### src/rtl/pwm_duty_pkg.sv
package pwm_duty_pkg;

   // Step decision taken by the pending-length logic in one cycle
   typedef enum logic [1:0] {
      REQ_NONE = 2'd0,
      REQ_UP   = 2'd1,
      REQ_DOWN = 2'd2
   } req_kind_e;

   // Request input treatment: one-shot on rising edge, or a step every cycle while high
   localparam int unsigned EDGE_ONESHOT = 1;
   localparam int unsigned EDGE_LEVEL   = 0;

endpackage

### src/rtl/req_edge.sv
module req_edge #(
   parameter int unsigned MODE = pwm_duty_pkg::EDGE_ONESHOT
) (
   input  logic clk,
   input  logic rst_n,
   input  logic req,
   output logic evt
);
   if (MODE != pwm_duty_pkg::EDGE_ONESHOT && MODE != pwm_duty_pkg::EDGE_LEVEL) begin : g_bad_mode
      $error("req_edge: unsupported MODE");
   end

   if (MODE == pwm_duty_pkg::EDGE_ONESHOT) begin : g_oneshot
      logic req_q;
      always_ff @(posedge clk) begin
         if (!rst_n) req_q <= 1'b0;
         else        req_q <= req;
      end
      assign evt = req & ~req_q;

      // One press yields at most one event in consecutive cycles
      p_one_shot_r6: assert property (@(posedge clk) disable iff (!rst_n)
         evt |=> !evt);
   end else begin : g_level
      assign evt = req;
   end
endmodule

### src/rtl/cycle_timer.sv
module cycle_timer #(
   parameter int unsigned PERIOD = 100,
   parameter int unsigned CNT_W  = $clog2(PERIOD)
) (
   input  logic             clk,
   input  logic             rst_n,
   output logic [CNT_W-1:0] cnt,
   output logic             wrap
);
   localparam logic [CNT_W-1:0] LAST = CNT_W'(PERIOD - 1);

   if (PERIOD < 2) begin : g_bad_period
      $error("cycle_timer: PERIOD must be at least 2");
   end
   if ((2 ** CNT_W) < PERIOD) begin : g_bad_width
      $error("cycle_timer: CNT_W too narrow for PERIOD");
   end

   assign wrap = (cnt == LAST);

   always_ff @(posedge clk) begin
      if (!rst_n)    cnt <= '0;
      else if (wrap) cnt <= '0;
      else           cnt <= cnt + 1'b1;
   end

   p_wrap_zero_r2: assert property (@(posedge clk) disable iff (!rst_n)
      (cnt == LAST) |=> (cnt == '0));
   p_cnt_range_r2: assert property (@(posedge clk) disable iff (!rst_n)
      cnt <= LAST);
   p_cnt_step_r2: assert property (@(posedge clk) disable iff (!rst_n)
      (cnt != LAST) |=> (cnt == $past(cnt) + 1'b1));
endmodule

### src/rtl/duty_shadow.sv
module duty_shadow
   import pwm_duty_pkg::*;
#(
   parameter int unsigned PERIOD     = 100,
   parameter int unsigned LEN_W      = 7,
   parameter int unsigned STEP       = 2,
   parameter int unsigned INIT_PULSE = 10
) (
   input  logic             clk,
   input  logic             rst_n,
   input  logic             up_evt,
   input  logic             dn_evt,
   input  logic             wrap,
   output logic [LEN_W-1:0] act_pulse,
   output logic [LEN_W-1:0] act_pause
);
   localparam logic [LEN_W-1:0] STEP_L   = LEN_W'(STEP);
   localparam logic [LEN_W-1:0] UP_MAX   = LEN_W'(PERIOD - STEP);
   localparam logic [LEN_W-1:0] RST_PULS = LEN_W'(INIT_PULSE);
   localparam logic [LEN_W-1:0] RST_PAUS = LEN_W'(PERIOD - INIT_PULSE);
   localparam logic [LEN_W:0]   SUM_L    = (LEN_W+1)'(PERIOD);

   if (STEP == 0 || STEP > PERIOD) begin : g_bad_step
      $error("duty_shadow: STEP out of range");
   end
   if (INIT_PULSE > PERIOD) begin : g_bad_init
      $error("duty_shadow: INIT_PULSE above PERIOD");
   end
   if (PERIOD >= (2 ** LEN_W)) begin : g_bad_len
      $error("duty_shadow: LEN_W cannot hold PERIOD");
   end

   logic [LEN_W-1:0] pend_pulse, pend_pause;
   logic [LEN_W-1:0] nxt_pulse, nxt_pause;
   req_kind_e        kind;

   // Widening wins; a request beyond the limit is dropped, not clamped
   always_comb begin
      kind = REQ_NONE;
      if (up_evt) begin
         if (pend_pulse <= UP_MAX) kind = REQ_UP;
      end else if (dn_evt) begin
         if (pend_pulse >= STEP_L) kind = REQ_DOWN;
      end
   end

   always_comb begin
      nxt_pulse = pend_pulse;
      nxt_pause = pend_pause;
      case (kind)
         REQ_UP: begin
            nxt_pulse = pend_pulse + STEP_L;
            nxt_pause = pend_pause - STEP_L;
         end
         REQ_DOWN: begin
            nxt_pulse = pend_pulse - STEP_L;
            nxt_pause = pend_pause + STEP_L;
         end
         default: ;
      endcase
   end

   always_ff @(posedge clk) begin
      if (!rst_n) begin
         pend_pulse <= RST_PULS;
         pend_pause <= RST_PAUS;
      end else begin
         pend_pulse <= nxt_pulse;
         pend_pause <= nxt_pause;
      end
   end

   // Active pair loads the pending pair (as held before this edge) at wrap
   always_ff @(posedge clk) begin
      if (!rst_n) begin
         act_pulse <= RST_PULS;
         act_pause <= RST_PAUS;
      end else if (wrap) begin
         act_pulse <= pend_pulse;
         act_pause <= pend_pause;
      end
   end

   p_up_step_r3: assert property (@(posedge clk) disable iff (!rst_n)
      (kind == REQ_UP) |=> (pend_pulse == $past(pend_pulse) + STEP_L));
   p_down_step_r4: assert property (@(posedge clk) disable iff (!rst_n)
      (kind == REQ_DOWN) |=> (pend_pulse == $past(pend_pulse) - STEP_L));
   p_up_wins_r5: assert property (@(posedge clk) disable iff (!rst_n)
      (up_evt && dn_evt) |=> (pend_pulse >= $past(pend_pulse)));
   p_no_overflow_r7: assert property (@(posedge clk) disable iff (!rst_n)
      pend_pulse <= LEN_W'(PERIOD));
   p_hold_active_r8: assert property (@(posedge clk) disable iff (!rst_n)
      !wrap |=> $stable(act_pulse));
   p_pend_sum_r10: assert property (@(posedge clk) disable iff (!rst_n)
      ({1'b0, pend_pulse} + {1'b0, pend_pause}) == SUM_L);
   p_act_sum_r10: assert property (@(posedge clk) disable iff (!rst_n)
      ({1'b0, act_pulse} + {1'b0, act_pause}) == SUM_L);
endmodule

### src/rtl/duty_stepped_pwm.sv
module duty_stepped_pwm
   import pwm_duty_pkg::*;
#(
   parameter int unsigned PERIOD     = 100,
   parameter int unsigned LEN_W      = 7,
   parameter int unsigned STEP       = 2,
   parameter int unsigned INIT_PULSE = 10,
   parameter int unsigned REQ_MODE   = EDGE_ONESHOT
) (
   input  logic             clk,
   input  logic             rst_n,
   input  logic             up_req,
   input  logic             down_req,
   output logic             pwm_out,
   output logic [LEN_W-1:0] duty_now
);
   localparam int unsigned CNT_W = $clog2(PERIOD);
   localparam int unsigned N_REQ = 2;

   if (CNT_W > LEN_W) begin : g_bad_cnt
      $error("duty_stepped_pwm: counter wider than length field");
   end

   logic [N_REQ-1:0] req_vec, evt_vec;
   logic [CNT_W-1:0] cnt;
   logic             wrap;
   logic [LEN_W-1:0] act_pulse, act_pause;

   assign req_vec = {down_req, up_req};

   for (genvar i = 0; i < N_REQ; i++) begin : g_req
      req_edge #(.MODE(REQ_MODE)) u_edge (
         .clk   (clk),
         .rst_n (rst_n),
         .req   (req_vec[i]),
         .evt   (evt_vec[i])
      );
   end

   cycle_timer #(.PERIOD(PERIOD), .CNT_W(CNT_W)) u_timer (
      .clk   (clk),
      .rst_n (rst_n),
      .cnt   (cnt),
      .wrap  (wrap)
   );

   duty_shadow #(
      .PERIOD     (PERIOD),
      .LEN_W      (LEN_W),
      .STEP       (STEP),
      .INIT_PULSE (INIT_PULSE)
   ) u_shadow (
      .clk       (clk),
      .rst_n     (rst_n),
      .up_evt    (evt_vec[0]),
      .dn_evt    (evt_vec[1]),
      .wrap      (wrap),
      .act_pulse (act_pulse),
      .act_pause (act_pause)
   );

   assign pwm_out  = (LEN_W'(cnt) < act_pulse);
   assign duty_now = act_pulse;

   p_zero_low_r9: assert property (@(posedge clk) disable iff (!rst_n)
      (act_pulse == '0) |-> !pwm_out);
   p_full_high_r9: assert property (@(posedge clk) disable iff (!rst_n)
      (act_pulse == LEN_W'(PERIOD)) |-> pwm_out);
   p_pause_tail_r2: assert property (@(posedge clk) disable iff (!rst_n)
      (wrap && act_pause != '0) |-> !pwm_out);
endmodule

### config.mk
export PLATFORM = sky130hd
export DESIGN_NAME = duty_stepped_pwm
export DESIGN_NICKNAME = d
export VERILOG_FILES = /design/src/rtl/pwm_duty_pkg.sv /design/src/rtl/req_edge.sv /design/src/rtl/cycle_timer.sv /design/src/rtl/duty_shadow.sv /design/src/rtl/duty_stepped_pwm.sv
export SDC_FILE = /design/constraint.sdc
export NUM_CORES = 1
export LEC_CHECK = 0
export ABC_AREA = 1
export BUFFER_PORTS_ARGS = -buffer_cell sky130_fd_sc_hd__buf_4
export CORE_UTILIZATION = 30
export CTS_CLUSTER_DIAMETER = 30
export DETAILED_ROUTE_END_ITERATION = 16
export PLACE_DENSITY = 0.54
export SETUP_SLACK_MARGIN = 0.02
export SLEW_MARGIN = 20
export SYNTH_ARGS = -nofsm -noshare
export SYNTH_HDL_FRONTEND = slang
export SYNTH_SLANG_ARGS = --single-unit
### constraint.sdc
create_clock -name clk -period 2.52 [get_ports clk]
set_input_delay 0.252 -clock clk [delete_from_list [all_inputs] [get_ports clk]]
set_output_delay 0.252 -clock clk [all_outputs]
set_load 0.03 [all_outputs]
==> results of run 1 <==
## flip-flops by register name, summed over array words and instances (netlist names)
| name | count |
|---|---|
| u_shadow.act_pulse | 6 |
| g_req.u_edge.g_oneshot.req_q | 2 |
| u_shadow.pend_pulse | 6 |
| u_timer.cnt | 7 |
## power by group through the flow
stage                     Sequential (mW)  Clock (mW)  Combinational (mW)
final                               0.362       0.220              0.0945
after global routing                0.365       0.248               0.114
after CTS                           0.362       0.230              0.0952
after detailed placement            0.370           0              0.0942
after global placement              0.368           0              0.0918
after floorplan                     0.365           0              0.0739
## worst max path at each step
stage	endpoint	slack (ns)	cells after the start
final	u_shadow.pend_pulse[3]$_SDFFE_PN1P_	0.44	11
after global routing	u_shadow.pend_pulse[3]$_SDFFE_PN1P_	0.14	11
after CTS	u_shadow.pend_pulse[3]$_SDFFE_PN1P_	0.44	11
after detailed placement	u_shadow.pend_pulse[3]$_SDFFE_PN1P_	0.46	11
after global placement	u_shadow.pend_pulse[3]$_SDFFE_PN1P_	0.54	11
after floorplan	u_shadow.pend_pulse[3]$_SDFFE_PN1P_	0.68	11
## worst max-delay path: stages (launching register included)
cell and delay [ns]:
dfxtp_1 0.42, inv_1 0.11, ha_1 0.24, inv_1 0.08
nor2_1 0.05, o31ai_1 0.24, ha_1 0.29, inv_1 0.11
o21ai_0 0.15, nand2_1 0.08, a21oi_1 0.12, o21ai_0 0.08
## cells in the mapped netlist
cell type	number
nand2_1	29
a21oi_1	11
ha_1	10
conb_1	1
nand4_1	3
nand3_1	6
inv_2	3
a21oi_2	1
nor3_1	1
or2_0	1
o31ai_1	1
and3_1	1
o211ai_1	2
nor2_1	26
nor3_2	1
clkbuf_1	1
xor2_1	1
buf_4	1
inv_1	26
nand3b_1	2
nand2_2	2
dfxtp_1	21
o21ai_0	12
## cells in the final DEF, fill, tap and decap left out, drive strengths merged, types with 4 or more instances in the layout
master | netlist | layout
nand2 | 31 | 31
ha | 10 | 10
nor2 | 26 | 26
buf | 1 | 10
dfxtp | 21 | 21
inv | 29 | 29
clkbuf | 1 | 4
a21oi | 12 | 12
nand3 | 6 | 6
o21ai | 12 | 12
## logic make-up (layout without fill, tap and decap cells)
group                      count (synthesis)  after routing  synth area share [%]
and+or+nand+nor                           72             72                 27.34
buffers and inverters                     31             43                 10.58
AOI/OAI and AO/OA                         27             27                 12.90
DFF                                       21             21                 37.04
adders and majority gates                 10             10                 11.03
other                                      1              1                0.3304
xor gates and xnor gates                   1              1                0.7719
## layout make-up
| type | instances | area, µm² |
|---|---|---|
| Clock buffer | 4 | 45.04 |
| Fill cell | 380 | 2167 |
| Sequential cell | 21 | 420.4 |
| Multi-Input combinational cell | 111 | 594.3 |
| Inverter | 29 | 108.9 |
| Tap cell | 46 | 57.56 |
| Timing Repair Buffer | 10 | 75.07 |
## through the flow
stage	power [mW]	hold slack [ns]	std cells	setup slack [ns]	utilization, %
finish	0.6762	0.1754	221	0.4374	37.52
global placement	0.4603	0.4356	217	0.5403	36.22
detailed placement	0.4638	0.4373	217	0.4647	36.22
floorplan	0.4389	0.3455	163	0.6784	-
CTS	0.6865	0.1756	221	0.4423	37.52
global route	0.7261	0.1848	221	0.1374	37.52
## metal layers
metal  vias up  track usage [%]  part of all wire [%]
met5         -                0                     0
met4         0            6.818                   1.4
met3         4            1.630                   2.5
met2        13            18.48                    44
met1       434            16.14                    52
li1        538                -                     -
==> results.json, run 1 <==
{
  "fin_crit_ns": 2.083,
  "path_class": "flip-flop to flip-flop",
  "p_leak_nw": 0.6165,
  "fp.dieW_um": 63.51,
  "via_per_inst": 4.475,
  "crit_fanout": 6,
  "wirelength_mm": 2.151,
  "holdPathEnd": "g_req[1].u_edge.g_oneshot.req_q$_SDFF_PN0_",
  "diodes": 0,
  "wire_per_inst_um": 9.733,
  "tritoncts": "done",
  "netlist_instances": 163,
  "start_util_pct": 32.72,
  "r2r-start": "u_shadow.pend_pulse[1]$_SDFFE_PN1P_",
  "ir_drop_mv": 0.1582,
  "syn_to_final_growth_pct": 14.66,
  "rrSetupSlack_ns": 0.44,
  "clock-sinks": 21,
  "drc": 0,
  "root_buffer": "clkbuf_8",
  "yosysUniqueCellTypes": 23,
  "avgSynthCellArea_um2": 6.962,
  "coreArea_um2": 3468,
  "drv_cap": 0,
  "postCtsSetupBuffers": 0,
  "power.internal_mw": 0.4933,
  "dpl-instance-area_um2": 1256,
  "numCtsBuffers": 3,
  "grt_max_degree": 14,
  "rows": 21,
  "gp_congestion": 0.7535,
  "seq_power_share_pct": 53.5,
  "tns_ns": 0,
  "htree_levels": 1,
  "overflow": 0,
  "crit_arrival_ns": 2.23,
  "antenna_left": 0,
  "holdBufCountCts": 0,
  "fp.dieH_um": 63.51,
  "synth_fp_nets": 177,
  "vias": 989,
  "port-buffer-count": 10,
  "ys_top_cells_by_area": "dfxtp_1 37%, ha_1 11%, nand2_1 9.6%, inv_1 8.6%, nor2_1 8.6%",
  "netlist.area_leader.share_pct": 37.05,
  "required_ns": 2.67,
  "drive_above_1_share_pct": 11.43,
  "power_frac_comb_pct": 14.0,
  "setup_violations": 0,
  "ff2ff_path_depth": 11,
  "min_from": "down_req",
  "antenna_found_initial": 0,
  "switchingPower_mw": 0.1830,
  "clkLatencyLatePin_ns": 0.26,
  "critPathLaunchType": "flip-flop",
  "clockBufferDepth": 2,
  "r2r-end": "u_shadow.pend_pulse[3]$_SDFFE_PN1P_",
  "grt_pass1_wl_mm": 3.829,
  "rsz0062_at_grt": "no",
  "hp-class": "input pin to flip-flop",
  "dp_hpwl_mm": 1.734,
  "ys_warn_count": 0,
  "nets": 190,
  "cts-resized-gates": 0,
  "swShare_pct": 27.06,
  "synth-seq-cells": 21,
  "synth.yosys.seq_area_share_pct": 37.05,
  "min_period_over_period_pct": 82.64,
  "ios": 12,
  "grt_use_total_pct": 12.10,
  "skew_ns": 0.008741,
  "whs_path_depth": 3,
  "cp-startpoint": "u_shadow.pend_pulse[1]$_SDFFE_PN1P_",
  "slew_viol_final": 0,
  "p_per_area_nw_per_um2": 519.7,
  "end_kind": "flip-flop",
  "path_clk_slew_ns": 0.08,
  "status": "complete, no violations",
  "fin_area_um2": 1301,
  "hold_viol_final": 0,
  "first_iter_violations": 29,
  "grt_pass1_vias": 906,
  "yosys.area.top_type": "dfxtp_1",
  "max_freq_ghz": 0.4802,
  "clockPowerShare_pct": 32.5,
  "firstDrtPassIters": 4,
  "synth_area_um2": 1135,
  "dieArea_um2": 4033
}
(Power assumes the default switching activity.)
==> inputs of run 2 (changes only) <==
--- a/config.mk
+++ b/config.mk
@@ -10,7 +10,7 @@
 export CORE_UTILIZATION = 30
 export CTS_CLUSTER_DIAMETER = 30
 export DETAILED_ROUTE_END_ITERATION = 16
-export PLACE_DENSITY = 0.54
+export PLACE_DENSITY = 0.56
 export SETUP_SLACK_MARGIN = 0.02
 export SLEW_MARGIN = 20
 export SYNTH_ARGS = -nofsm -noshare
==> constraint.sdc (replaced) <==
create_clock -name clk -period 1.7 [get_ports clk]
set_input_delay 0.17 -clock clk [delete_from_list [all_inputs] [get_ports clk]]
set_output_delay 0.17 -clock clk [all_outputs]
set_load 0.03 [all_outputs]
==> run 2 against run 1 <==
The flow now finishes with violations (setup timing). First-iteration DRC count increased by 62%. Total power increased by 75%. Combinational power increased to 3.4 times the previous value. Non-clock buffer count increased by 19. Clock power increased by 50%. Global-route usage increased by 1.5 points. Register-to-register slack got worse by 0.51 ns. Critical path depth unchanged. Hold slack got worse by 0.082 ns. Largest cell class unchanged. Largest power group unchanged.
==> results.json, run 2 (same netlist as run 1, synthesis figures left out) <==
{
  "status": "complete, but fails checks",
  "violations": "setup timing",
  "fp.dieH_um": 63.51,
  "grt_pass1_wl_mm": 4.347,
  "p_per_area_nw_per_um2": 730.3,
  "tns_ns": -0.1558,
  "reg_top3": "u_timer.cnt (7), u_shadow.act_pulse (6), u_shadow.pend_pulse (6)",
  "min_period_over_period_pct": 104.3,
  "ir_drop_mv": 0.6412,
  "dp_hpwl_mm": 1.861,
  "skew_ns": 0.001080,
  "antenna_left": 0,
  "ios": 12,
  "path_class": "flip-flop to flip-flop",
  "seq_power_share_pct": 45.1,
  "drc": 0,
  "crit_arrival_ns": 1.93,
  "diodes": 0,
  "via_per_inst": 4.708,
  "hold_viol_final": 0,
  "drv_cap": 0,
  "hp-class": "input pin to flip-flop",
  "firstDrtPassIters": 4,
  "switchingPower_mw": 0.3501,
  "gp_congestion": 0.8491,
  "fp.dieW_um": 63.51,
  "required_ns": 1.86,
  "dieArea_um2": 4033,
  "wire_per_inst_um": 11.74,
  "clockBufferDepth": 2,
  "root_buffer": "clkbuf_8",
  "num-fill-cells": 353,
  "vias": 1130,
  "clkLatencyLatePin_ns": 0.26,
  "syn_to_final_growth_pct": 43.11,
  "fin_ws_ns": -0.07228,
  "crit_fanout": 5,
  "drive_above_1_share_pct": 37.63,
  "port-buffer-count": 10,
  "end_kind": "flip-flop",
  "clockPowerShare_pct": 27.9,
  "rsz0062_at_grt": "yes",
  "coreArea_um2": 3468,
  "dp_slack_ns": -0.08046,
  "grt_pass1_vias": 1000,
  "setup_violations": 4,
  "rows": 21,
  "mostFrequentLayoutCells": "24 x nand2_1, 24 x buf_4, 23 x nor2_1",
  "largest_register_ff_count": 7,
  "top_register": "u_timer.cnt",
  "first_iter_violations": 47,
  "start_util_pct": 32.72,
  "nets": 209,
  "wirelength_mm": 2.817,
  "slew_viol_final": 0,
  "power_frac_comb_pct": 27.0,
  "power.internal_mw": 0.8360,
  "grt_max_degree": 14,
  "critPathLaunchType": "flip-flop",
  "p_leak_nw": 0.7369,
  "htree_levels": 1,
  "fin_crit_ns": 1.772,
  "grt_use_total_pct": 13.58,
  "swShare_pct": 29.52,
  "max_freq_ghz": 0.5642,
  "path_clk_slew_ns": 0.08,
  "numCtsBuffers": 3,
  "p_total_mw": 1.186,
  "antenna_found_initial": 0,
  "clock-sinks": 21,
  "tritoncts": "done",
  "overflow": 0
}
[run 2: stage by stage]
stage / std cells / hold slack [ns] / util, % / instance area, µm²
floorplan: 163 / 0.2635 / - / 1149
global placement: 226 / 0.3585 / 38.56 / 1338
detailed placement: 226 / 0.3618 / 38.56 / 1338
CTS: 236 / 0.08569 / 42.97 / 1490
global route: 240 / 0.09167 / 46.83 / 1624
finish: 240 / 0.09317 / 46.83 / 1624
[run 2: what timing repair did]
item | 4_1_cts | 5_1_grt
setup buffers | 6 | 5
gates resized for setup | 20 | 25
hold buffers | 0 | 0
endpoints found under the setup margin | 6 | 7
pin swaps | 9 | 13
[run 2: power by group through the flow]
| stage | Sequential (mW) | Combinational (mW) | Clock (mW) |
|---|---|---|---|
| 2_1_floorplan | 0.542 | 0.117 | 0 |
| 3_3_place_gp | 0.539 | 0.188 | 0 |
| 3_5_place_dp | 0.540 | 0.191 | 0 |
| 4_1_cts | 0.530 | 0.256 | 0.347 |
| 5_1_grt | 0.538 | 0.348 | 0.371 |
| 6_report | 0.534 | 0.320 | 0.331 |
[run 2: path summary, 6_finish.rpt]
| check | from | endpoint | slack, ns | cells past startpoint |
|---|---|---|---|---|
| hold / removal | up_req | g_req[0].u_edge.g_oneshot.req_q$_SDFF_PN0_ | 0.09 | 3 |
| setup reg to reg | u_shadow.pend_pulse[1]$_SDFFE_PN1P_ | u_shadow.pend_pulse[3]$_SDFFE_PN1P_ | -0.07 | 11 |
| setup / recovery | u_shadow.pend_pulse[1]$_SDFFE_PN1P_ | u_shadow.pend_pulse[3]$_SDFFE_PN1P_ | -0.07 | 11 |
| hold reg to reg | u_timer.cnt[0]$_SDFF_PP0_ | u_timer.cnt[0]$_SDFF_PP0_ | 0.46 | 1 |
[run 2: final cells by class]
class                           count  area (µm²)  area share (%)
Multi-Input combinational cell    111       726.9           44.76
Sequential cell                    21       429.2           26.43
Timing Repair Buffer               29       245.2           15.10
Inverter                           29       118.9           7.319
Tap cell                           46       57.56           3.544
Clock buffer                        3       41.29           2.542
Clock inverter                      1       5.005          0.3082
[run 2: worst max-delay path, stage by stage (launching register included)]
cell	delay, ns
dfxtp_4	0.39
inv_4	0.04
ha_4	0.16
buf_6	0.11
nand4_1	0.09
and3_4	0.20
ha_4	0.19
inv_6	0.06
o21ai_4	0.14
nand2_2	0.08
a21oi_2	0.13
o21ai_1	0.07
[run 2: metal layers]
| layer | wire length [µm] | global-route usage [%] |
|---|---|---|
| met1 | 1183 | 15.50 |
| met2 | 1464 | 24.20 |
| met3 | 111 | 3.986 |
| met4 | 58 | 3.693 |
| met5 | 0 | 0 |
